===== src/rtl/lock_pkg.sv =====
package lock_pkg;
  typedef enum logic {
    RX_IDLE = 1'b0,
    RX_DATA = 1'b1
  } rx_state_e;
endpackage


===== src/rtl/lock_sync.sv =====
module lock_sync #(
  parameter int STAGES = 2
) (
  input  logic clk,
  input  logic rst_n,
  input  logic d_i,
  output logic q_o
);
  logic [STAGES-1:0] chain_q;

  always_ff @(posedge clk or negedge rst_n) begin
    if (!rst_n) chain_q <= '0;
    else        chain_q <= {chain_q[STAGES-2:0], d_i};
  end

  assign q_o = chain_q[STAGES-1];
endmodule


===== src/rtl/lock_frame_rx.sv =====
module lock_frame_rx
  import lock_pkg::*;
#(
  parameter int CODE_W     = 4,
  parameter int BIT_CYCLES = 16
) (
  input  logic              clk,
  input  logic              rst_n,
  input  logic              line_i,
  output logic [CODE_W-1:0] code_o,
  output logic              done_o
);
  localparam int CNT_W = $clog2(BIT_CYCLES + BIT_CYCLES/2 + 1);
  localparam int NB_W  = (CODE_W > 1) ? $clog2(CODE_W) : 1;
  localparam logic [CNT_W-1:0] FIRST_WAIT = CNT_W'(BIT_CYCLES + BIT_CYCLES/2 - 1);
  localparam logic [CNT_W-1:0] BIT_WAIT   = CNT_W'(BIT_CYCLES - 1);
  localparam logic [NB_W-1:0]  LAST_BIT   = NB_W'(CODE_W - 1);

  rx_state_e         state_q, state_n;
  logic [CNT_W-1:0]  cnt_q, cnt_n;
  logic [NB_W-1:0]   nbit_q, nbit_n;
  logic [CODE_W-1:0] code_q, code_n;
  logic              done_q, done_n;
  logic              line_d_q;
  logic              rise_c;

  assign rise_c = line_i & ~line_d_q;

  always_comb begin
    state_n = state_q;
    cnt_n   = cnt_q;
    nbit_n  = nbit_q;
    code_n  = code_q;
    done_n  = 1'b0;
    case (state_q)
      RX_IDLE: begin
        if (rise_c) begin
          state_n = RX_DATA;
          cnt_n   = FIRST_WAIT;
          nbit_n  = '0;
        end
      end
      RX_DATA: begin
        if (cnt_q == '0) begin
          code_n = {code_q[CODE_W-2:0], line_i};
          cnt_n  = BIT_WAIT;
          if (nbit_q == LAST_BIT) begin
            done_n  = 1'b1;
            state_n = RX_IDLE;
          end else begin
            nbit_n = nbit_q + 1'b1;
          end
        end else begin
          cnt_n = cnt_q - 1'b1;
        end
      end
      default: state_n = RX_IDLE;
    endcase
  end

  always_ff @(posedge clk or negedge rst_n) begin
    if (!rst_n) begin
      state_q  <= RX_IDLE;
      cnt_q    <= '0;
      nbit_q   <= '0;
      code_q   <= '0;
      done_q   <= 1'b0;
      line_d_q <= 1'b0;
    end else begin
      state_q  <= state_n;
      cnt_q    <= cnt_n;
      nbit_q   <= nbit_n;
      code_q   <= code_n;
      done_q   <= done_n;
      line_d_q <= line_i;
    end
  end

  assign code_o = code_q;
  assign done_o = done_q;

  AST_IDLE_CODE_STABLE: assert property (@(posedge clk) disable iff (!rst_n)
    (state_q == RX_IDLE) |=> $stable(code_q));
  AST_DONE_SINGLE: assert property (@(posedge clk) disable iff (!rst_n)
    done_q |=> !done_q);
  AST_DONE_FROM_DATA: assert property (@(posedge clk) disable iff (!rst_n)
    $rose(done_q) |-> $past(state_q == RX_DATA));
endmodule


===== src/rtl/lock_match.sv =====
module lock_match #(
  parameter int CODE_W      = 4,
  parameter int HOLD_CYCLES = 100
) (
  input  logic              clk,
  input  logic              rst_n,
  input  logic              done_i,
  input  logic [CODE_W-1:0] code_i,
  input  logic [CODE_W-1:0] ref_i,
  output logic              unlock_o,
  output logic              err_o
);
  localparam int HOLD_W = $clog2(HOLD_CYCLES + 1);
  localparam logic [HOLD_W-1:0] HOLD_LOAD = HOLD_W'(HOLD_CYCLES - 1);

  logic [CODE_W-1:0] same_bits;
  logic              match_c;
  logic [HOLD_W-1:0] hold_q, hold_n;
  logic              unlock_q, unlock_n;
  logic              err_q, err_n;

  for (genvar i = 0; i < CODE_W; i++) begin : g_bit_eq
    assign same_bits[i] = ~(code_i[i] ^ ref_i[i]);
  end
  assign match_c = &same_bits;

  always_comb begin
    hold_n   = hold_q;
    unlock_n = unlock_q;
    err_n    = 1'b0;
    if (done_i) begin
      if (match_c) begin
        unlock_n = 1'b1;
        hold_n   = HOLD_LOAD;
      end else begin
        unlock_n = 1'b0;
        hold_n   = '0;
        err_n    = 1'b1;
      end
    end else if (unlock_q) begin
      if (hold_q == '0) unlock_n = 1'b0;
      else              hold_n   = hold_q - 1'b1;
    end
  end

  always_ff @(posedge clk or negedge rst_n) begin
    if (!rst_n) begin
      hold_q   <= '0;
      unlock_q <= 1'b0;
      err_q    <= 1'b0;
    end else begin
      hold_q   <= hold_n;
      unlock_q <= unlock_n;
      err_q    <= err_n;
    end
  end

  assign unlock_o = unlock_q;
  assign err_o    = err_q;

  AST_UNLOCK_NEEDS_MATCH: assert property (@(posedge clk) disable iff (!rst_n)
    $rose(unlock_q) |-> $past(done_i && (code_i == ref_i)));
  AST_ERR_ONE_CYCLE: assert property (@(posedge clk) disable iff (!rst_n)
    err_q |=> !err_q);
  AST_ERR_KEEPS_LOCKED: assert property (@(posedge clk) disable iff (!rst_n)
    err_q |-> !unlock_q);
  AST_MISS_DROPS_UNLOCK: assert property (@(posedge clk) disable iff (!rst_n)
    (done_i && (code_i != ref_i)) |=> !unlock_q);
  AST_HIT_RELOADS: assert property (@(posedge clk) disable iff (!rst_n)
    (done_i && (code_i == ref_i)) |=> unlock_q);
  AST_HOLD_EXPIRES: assert property (@(posedge clk) disable iff (!rst_n)
    (unlock_q && hold_q == '0 && !done_i) |=> !unlock_q);
endmodule


===== src/rtl/serial_lock_rx.sv =====
module serial_lock_rx #(
  parameter int CODE_W      = 4,
  parameter int BIT_CYCLES  = 16,
  parameter int HOLD_CYCLES = 100
) (
  input  logic              clk,
  input  logic              rst_n,
  input  logic              ser_in,
  input  logic [CODE_W-1:0] ref_code,
  output logic [CODE_W-1:0] code_out,
  output logic              unlock,
  output logic              mismatch
);
  logic              line_s;
  logic              frame_done;
  logic [CODE_W-1:0] rx_word;

  lock_sync #(.STAGES(2)) u_sync (
    .clk   (clk),
    .rst_n (rst_n),
    .d_i   (ser_in),
    .q_o   (line_s)
  );

  lock_frame_rx #(.CODE_W(CODE_W), .BIT_CYCLES(BIT_CYCLES)) u_rx (
    .clk    (clk),
    .rst_n  (rst_n),
    .line_i (line_s),
    .code_o (rx_word),
    .done_o (frame_done)
  );

  lock_match #(.CODE_W(CODE_W), .HOLD_CYCLES(HOLD_CYCLES)) u_match (
    .clk      (clk),
    .rst_n    (rst_n),
    .done_i   (frame_done),
    .code_i   (rx_word),
    .ref_i    (ref_code),
    .unlock_o (unlock),
    .err_o    (mismatch)
  );

  assign code_out = rx_word;

  AST_FLAGS_EXCLUSIVE: assert property (@(posedge clk) disable iff (!rst_n)
    $onehot0({unlock, mismatch}));
endmodule


===== config.mk =====
export PLATFORM = sky130hd
export DESIGN_NAME = serial_lock_rx
export DESIGN_NICKNAME = d
export VERILOG_FILES = /design/src/rtl/lock_pkg.sv /design/src/rtl/lock_sync.sv /design/src/rtl/lock_frame_rx.sv /design/src/rtl/lock_match.sv /design/src/rtl/serial_lock_rx.sv
export SDC_FILE = /design/constraint.sdc
export NUM_CORES = 1
export LEC_CHECK = 0
export BUFFER_PORTS_ARGS = -buffer_cell sky130_fd_sc_hd__buf_2
export CORE_MARGIN = 3
export CORE_UTILIZATION = 50
export DETAILED_ROUTE_END_ITERATION = 10
export GPL_TIMING_DRIVEN = 0
export PLACE_DENSITY = 0.72
export SETUP_SLACK_MARGIN = 0.05
export SYNTH_ARGS = -nofsm -noshare
export SYNTH_HDL_FRONTEND = slang
export SYNTH_HIERARCHICAL = 1
export SYNTH_SLANG_ARGS = --single-unit

===== constraint.sdc =====
create_clock -name clk -period 4.05 [get_ports clk]
set_clock_uncertainty 0.1 [all_clocks]
set_input_delay 1.0125 -clock clk [delete_from_list [all_inputs] [get_ports clk]]
set_output_delay 1.0125 -clock clk [all_outputs]
set_load 0.02 [all_outputs]

# After elaboration in Yosys (flattened, before gate mapping)
# Cells that the tools add are included.
[classes]
n_mux = 24
div = 0
order_cmp = 0
add_sub_neg = 3
multipliers = 0
eq_ne = 5
bitwise = 11
n_shift = 0
reduce_logical = 7
[op_table]
columns = ["op", "n"]
rows = [
  ["$mux W7", 4],
  ["$mux W1", 12],
  ["$mux W5", 2],
  ["$pmux W5 S2", 1],
  ["$logic_not A7 Y1", 1],
  ["$sub A7 B1 Y7 const B", 1],
  ["$mux W2", 3],
  ["$ne A2 B2 Y1 const B", 3],
  ["$not A1 Y1", 6],
  ["$logic_not A5 Y1", 1],
  ["$sub A5 B1 Y5 const B", 1],
  ["$pmux W2 S2", 1],
  ["$reduce_and A2 Y1", 2],
  ["$reduce_and A4 Y1", 1],
  ["$xor A1 B1 Y1", 4],
  ["$reduce_and A3 Y1", 1],
  ["$add A2 B1 Y2 const B", 1],
  ["$eq A2 B2 Y1 const B", 1],
  ["$ne A2 B1 Y1 const B", 1],
  ["$pmux W1 S2", 1],
  ["$reduce_bool A2 Y1", 1],
  ["$and A1 B1 Y1", 1],
]
[word_totals]
latch_bits = 0
ramBits = 0
memories = 0
input_bits = 7
word_cells = 60
regBits = 25
output_inout_bits = 6
rom_bits = 0

# Depth between registers and ports, before layout
[depth]
word_depth = 5
depth_mapped = 5
depth_no_buf = 5

# Modules after synthesis
# The synthesis kept the hierarchy.
[by_module_without_submodules]
columns = ["mod", "n_inst", "area_each_um2", "cells_each", "seq_area_each_um2"]
rows = [
  ["lock_frame_rx", 1, 640.6, 55, 350.3],
  ["lock_match", 1, 538.0, 57, 225.2],
  ["lock_sync", 1, 50.0, 2, 50.0],
]

# Least setup slack after synthesis
# Ideal clock, no wire load.
[synth_path]
path_kind = "register to register"
from = "register u_rx.cnt_q[0]"
to = "register u_rx.nbit_q[1]"
path_stages_with_launch = 6
required_time_ns = 3.863
synth_period_minus_slack_ns = 1.728
slack_ns = 2.322
arrival_time_ns = 1.541
path_buffers = 0
setup_time_ns = 0.087
cell_sequence = "dfrtp_1 -> inv_1 -> ha_1 -> or4b_4 -> or3_1 -> o211ai_1"
[synth_between]
elab_chain_len = 3
[synth_lines]
columns = ["element", "line", "text"]
rows = [
  ["from (decl)", "lock_frame_rx.sv:20", "logic [CNT_W-1:0] cnt_q, cnt_n;"],
  ["from (signal assigned)", "lock_frame_rx.sv:71", "cnt_q <= cnt_n;"],
  ["$logic_not A5 Y1", "lock_frame_rx.sv:44", "if (cnt_q == '0) begin"],
  ["$ne A2 B2 Y1 (no line)", "--", ""],
  ["$reduce_and A3 Y1 (no line)", "--", ""],
  ["to (signal assigned)", "lock_frame_rx.sv:72", "nbit_q <= nbit_n;"],
  ["to (decl)", "lock_frame_rx.sv:21", "logic [NB_W-1:0] nbit_q, nbit_n;"],
]
# Every way passes these cells.
# A chain may end at the register's enable or synchronous reset.

# Final worst setup path
[layout_path]
from = "register u_match.unlock_q, in the netlist u_match/unlock_o"
to = "output unlock"
[layout_rtl]
columns = ["element", "line", "text"]
rows = [
  ["from (decl)", "lock_match.sv:19", "logic unlock_q, unlock_n;"],
  ["from (signal assigned)", "lock_match.sv:53", "unlock_q <= unlock_n;"],
  ["to (decl)", "serial_lock_rx.sv:11", "output logic unlock,"],
]
# No word-level cell between the ends.

==> results.json <==
{
  "grt_use_total": 0.159,
  "relSlewSlack": 0.646,
  "drtAntennaViolNets": 0,
  "rsz0062_at_grt": "no",
  "synth_edf_count": 0,
  "start_kind": "register",
  "power_density_nw_per_um2": 687,
  "synthesis.area_um2": 1230,
  "ir_worst_vdd_mv": 0.436,
  "cts_hold_repair.buffers": 0,
  "gp_congestion": 0.830,
  "post-route-period-util": 0.528,
  "io_pins": 13,
  "drt_wl_total_um": 2320,
  "p_int_uw": 558,
  "dpl_cell_area_um2": 1320,
  "hold_viol": 0,
  "yosys.area.top_type": "dfrtp_1",
  "p_sw_uw": 372,
  "fin_crit_ps": 2140,
  "drt-initial-drc-count": 30,
  "cts_resized": 0,
  "worstSkewPairLatency_ps": 310,
  "first_pass_iters": 4,
  "clock-sinks": 25,
  "switching_share": 0.400,
  "grt.overflow.total": 0,
  "synth_fp_nets": 124,
  "die_w_um": 55.6,
  "postSynthAreaPerCell_um2": 10.8,
  "num_rows": 17,
  "dr.max_layer_used": "met4",
  "synth_ff_type": "dfrtp_1",
  "dp_cells": 154,
  "drv_slew": 0,
  "multi_input_area_um2": 558,
  "ys_types": 46,
  "final_design_area_no_fill_um2": 1350,
  "fillCellCount": 188,
  "synth_seq_cells": 25,
  "hold_path.class": "register to register",
  "final-setup-viol-count": 0,
  "cts_tree": "yes",
  "path_buf_inv": 1,
  "avgViaCountPerCell": 6.12,
  "seqCellArea_um2": 626,
  "async_reset_ff_frac": 1.00,
  "cts_root_buffer": "clkbuf_4",
  "tightest_slew_ps": 532,
  "synth.area.top_cells": "dfrtp_1, mux2_2, ha_1, xnor2_1, inv_1",
  "worstSetupPathType": "register to output pin",
  "cts_setup_buffers": 0,
  "vias": 967,
  "crit_family": "flip-flops",
  "antennaDiodeCount": 0,
  "cp.arrival_ps": 1030,
  "drt-wirelength-per-cell_um": 14.7,
  "dr_wl_met3_um": 61,
  "netlist_instances": 114,
  "fin_util": 0.595,
  "instances_no_fill": 158,
  "clkPwrFrac": 0.118,
  "die-area_um2": 3090,
  "setup_ws_ps": 1910,
  "die_h_um": 55.6,
  "drive_gt1_frac": 0.215,
  "total_power_uw": 930,
  "wl_met2_um": 1170,
  "crit_required_ps": 2940,
  "combPwrFrac": 0.409,
  "crit_chain": "buf_2",
  "drc": 0,
  "grt_first_pass_wirelength_um": 3950,
  "clk_pin_slew_ps": 140,
  "syn_to_final_growth_pct": 10.2,
  "max_freq_ghz": 0.468,
  "status": "complete, no violations",
  "whs_ps": 276,
  "io_buffers": 12,
  "htreeDepth": 1,
  "grt_antenna_before_repair": 0,
  "wl_met1_um": 1030,
  "ys_seq_area_frac": 0.509,
  "start_util": 0.540,
  "cts_buffers": 3,
  "cts_max_path_buffers": 2,
  "p_leak_nw": 0.605,
  "dp_hpwl_um": 1710,
  "setup_tns_ps": 0,
  "core_um2": 2280,
  "p_seq_frac": 0.473,
  "cp_slowest_stage_delay_ps": 500,
  "grt_max_degree": 26,
  "critical-path-slowest-cell": "dfrtp_1",
  "grt_pass1_vias": 926,
  "finalNetCount": 141,
  "synth_top_area_frac": 0.509,
  "yosysWarningCount": 6,
  "critPathCaptureType": "output pin",
  "cp_max_fo": 8,
  "place_ws_ps": 2120,
  "drv_cap": 0
}
synth_stat cells (2+ instances only):
cell,number
inv_1,9
nand2_1,7
nor3_1,2
ha_1,3
mux2_2,4
o21ai_0,4
or3_1,2
a31oi_1,2
nor2_1,7
dfrtp_1,25
nor4_1,2
a21oi_1,5
o211ai_1,3
xnor2_1,4
a211oi_1,3
nor3b_1,2
cell usage in the layout (no fill, tap or decap), types with 3 or more instances in the layout:
cell type / netlist / final
buf_2: 0 / 12
a21oi_1: 5 / 5
mux2_2: 4 / 4
nor2_1: 7 / 7
clkbuf_4: 0 / 3
a211oi_1: 3 / 3
xnor2_1: 4 / 4
inv_1: 9 / 9
dfrtp_1: 25 / 25
o211ai_1: 3 / 3
o21ai_0: 4 / 4
ha_1: 3 / 3
nand2_1: 7 / 7
registers in the layout, indices dropped and copies added, names as in the netlist:
| register | flops |
|---|---|
| u_rx/line_d_q | 1 |
| u_rx/nbit_q | 2 |
| u_match/hold_q | 7 |
| u_match/unlock_o | 1 |
| u_rx/done_o | 1 |
| u_rx/code_o | 4 |
| u_rx/cnt_q | 5 |
| u_rx/state_q | 1 |
| u_sync/chain_q | 2 |
| u_match/err_o | 1 |
final cells by class:
class | instances | share of cell area
clock inverter | 1 | 0.00555
inverter | 9 | 0.0250
tap | 28 | 0.0259
buffer | 2 | 0.00832
sequential | 25 | 0.462
clock buffer | 3 | 0.0166
multi-input combinational | 78 | 0.412
timing repair buffer | 12 | 0.0444
path summary, 6_finish.rpt:
| check | from | end | slack, ps | depth (start not counted) |
|---|---|---|---|---|
| worst max-delay path | u_match/unlock_o$_DFF_PN0_ | unlock | 1910 | 1 |
| worst min-delay path | u_sync/chain_q[0]$_DFF_PN0_ | u_sync/chain_q[1]$_DFF_PN0_ | 280 | 0 |
| worst max register to register | u_rx/cnt_q[0]$_DFFE_PN0P_ | u_rx/nbit_q[1]$_DFFE_PN0P_ | 2170 | 5 |
| worst min register to register | u_sync/chain_q[0]$_DFF_PN0_ | u_sync/chain_q[1]$_DFF_PN0_ | 280 | 0 |
| max in group asynchronous | rst_n | u_match/hold_q[1]$_DFFE_PN0P_ | 2940 | 1 |
| min in group asynchronous | rst_n | u_rx/cnt_q[4]$_DFFE_PN0P_ | 560 | 1 |
kinds of logic (layout without fill, tap and decap cells):
group,count (synthesis),after routing,share of synthesized area
xor gates and xnor gates,4,4,0.0285
buffers and inverters,11,27,0.0367
muxes,5,5,0.0448
adders and majority gates,3,3,0.0306
AOI/OAI and AO/OA,30,30,0.175
DFF,25,25,0.509
and+or+nand+nor,36,36,0.175
per-layer routing:
metal	vias to the layer above	track usage
li1	458	-
met1	486	0.181
met2	17	0.280
met3	6	0.0232
met4	0	0.0903
met5	-	0
power by group through the flow:
stage	clock [mW]	sequential [mW]	combinational, mW
after floorplan	0	0.440	0.277
after global placement	0	0.435	0.363
after detailed placement	0	0.442	0.380
after CTS	0.117	0.436	0.381
after global routing	0.127	0.454	0.424
final	0.110	0.440	0.380
(Power assumes the default switching activity.)
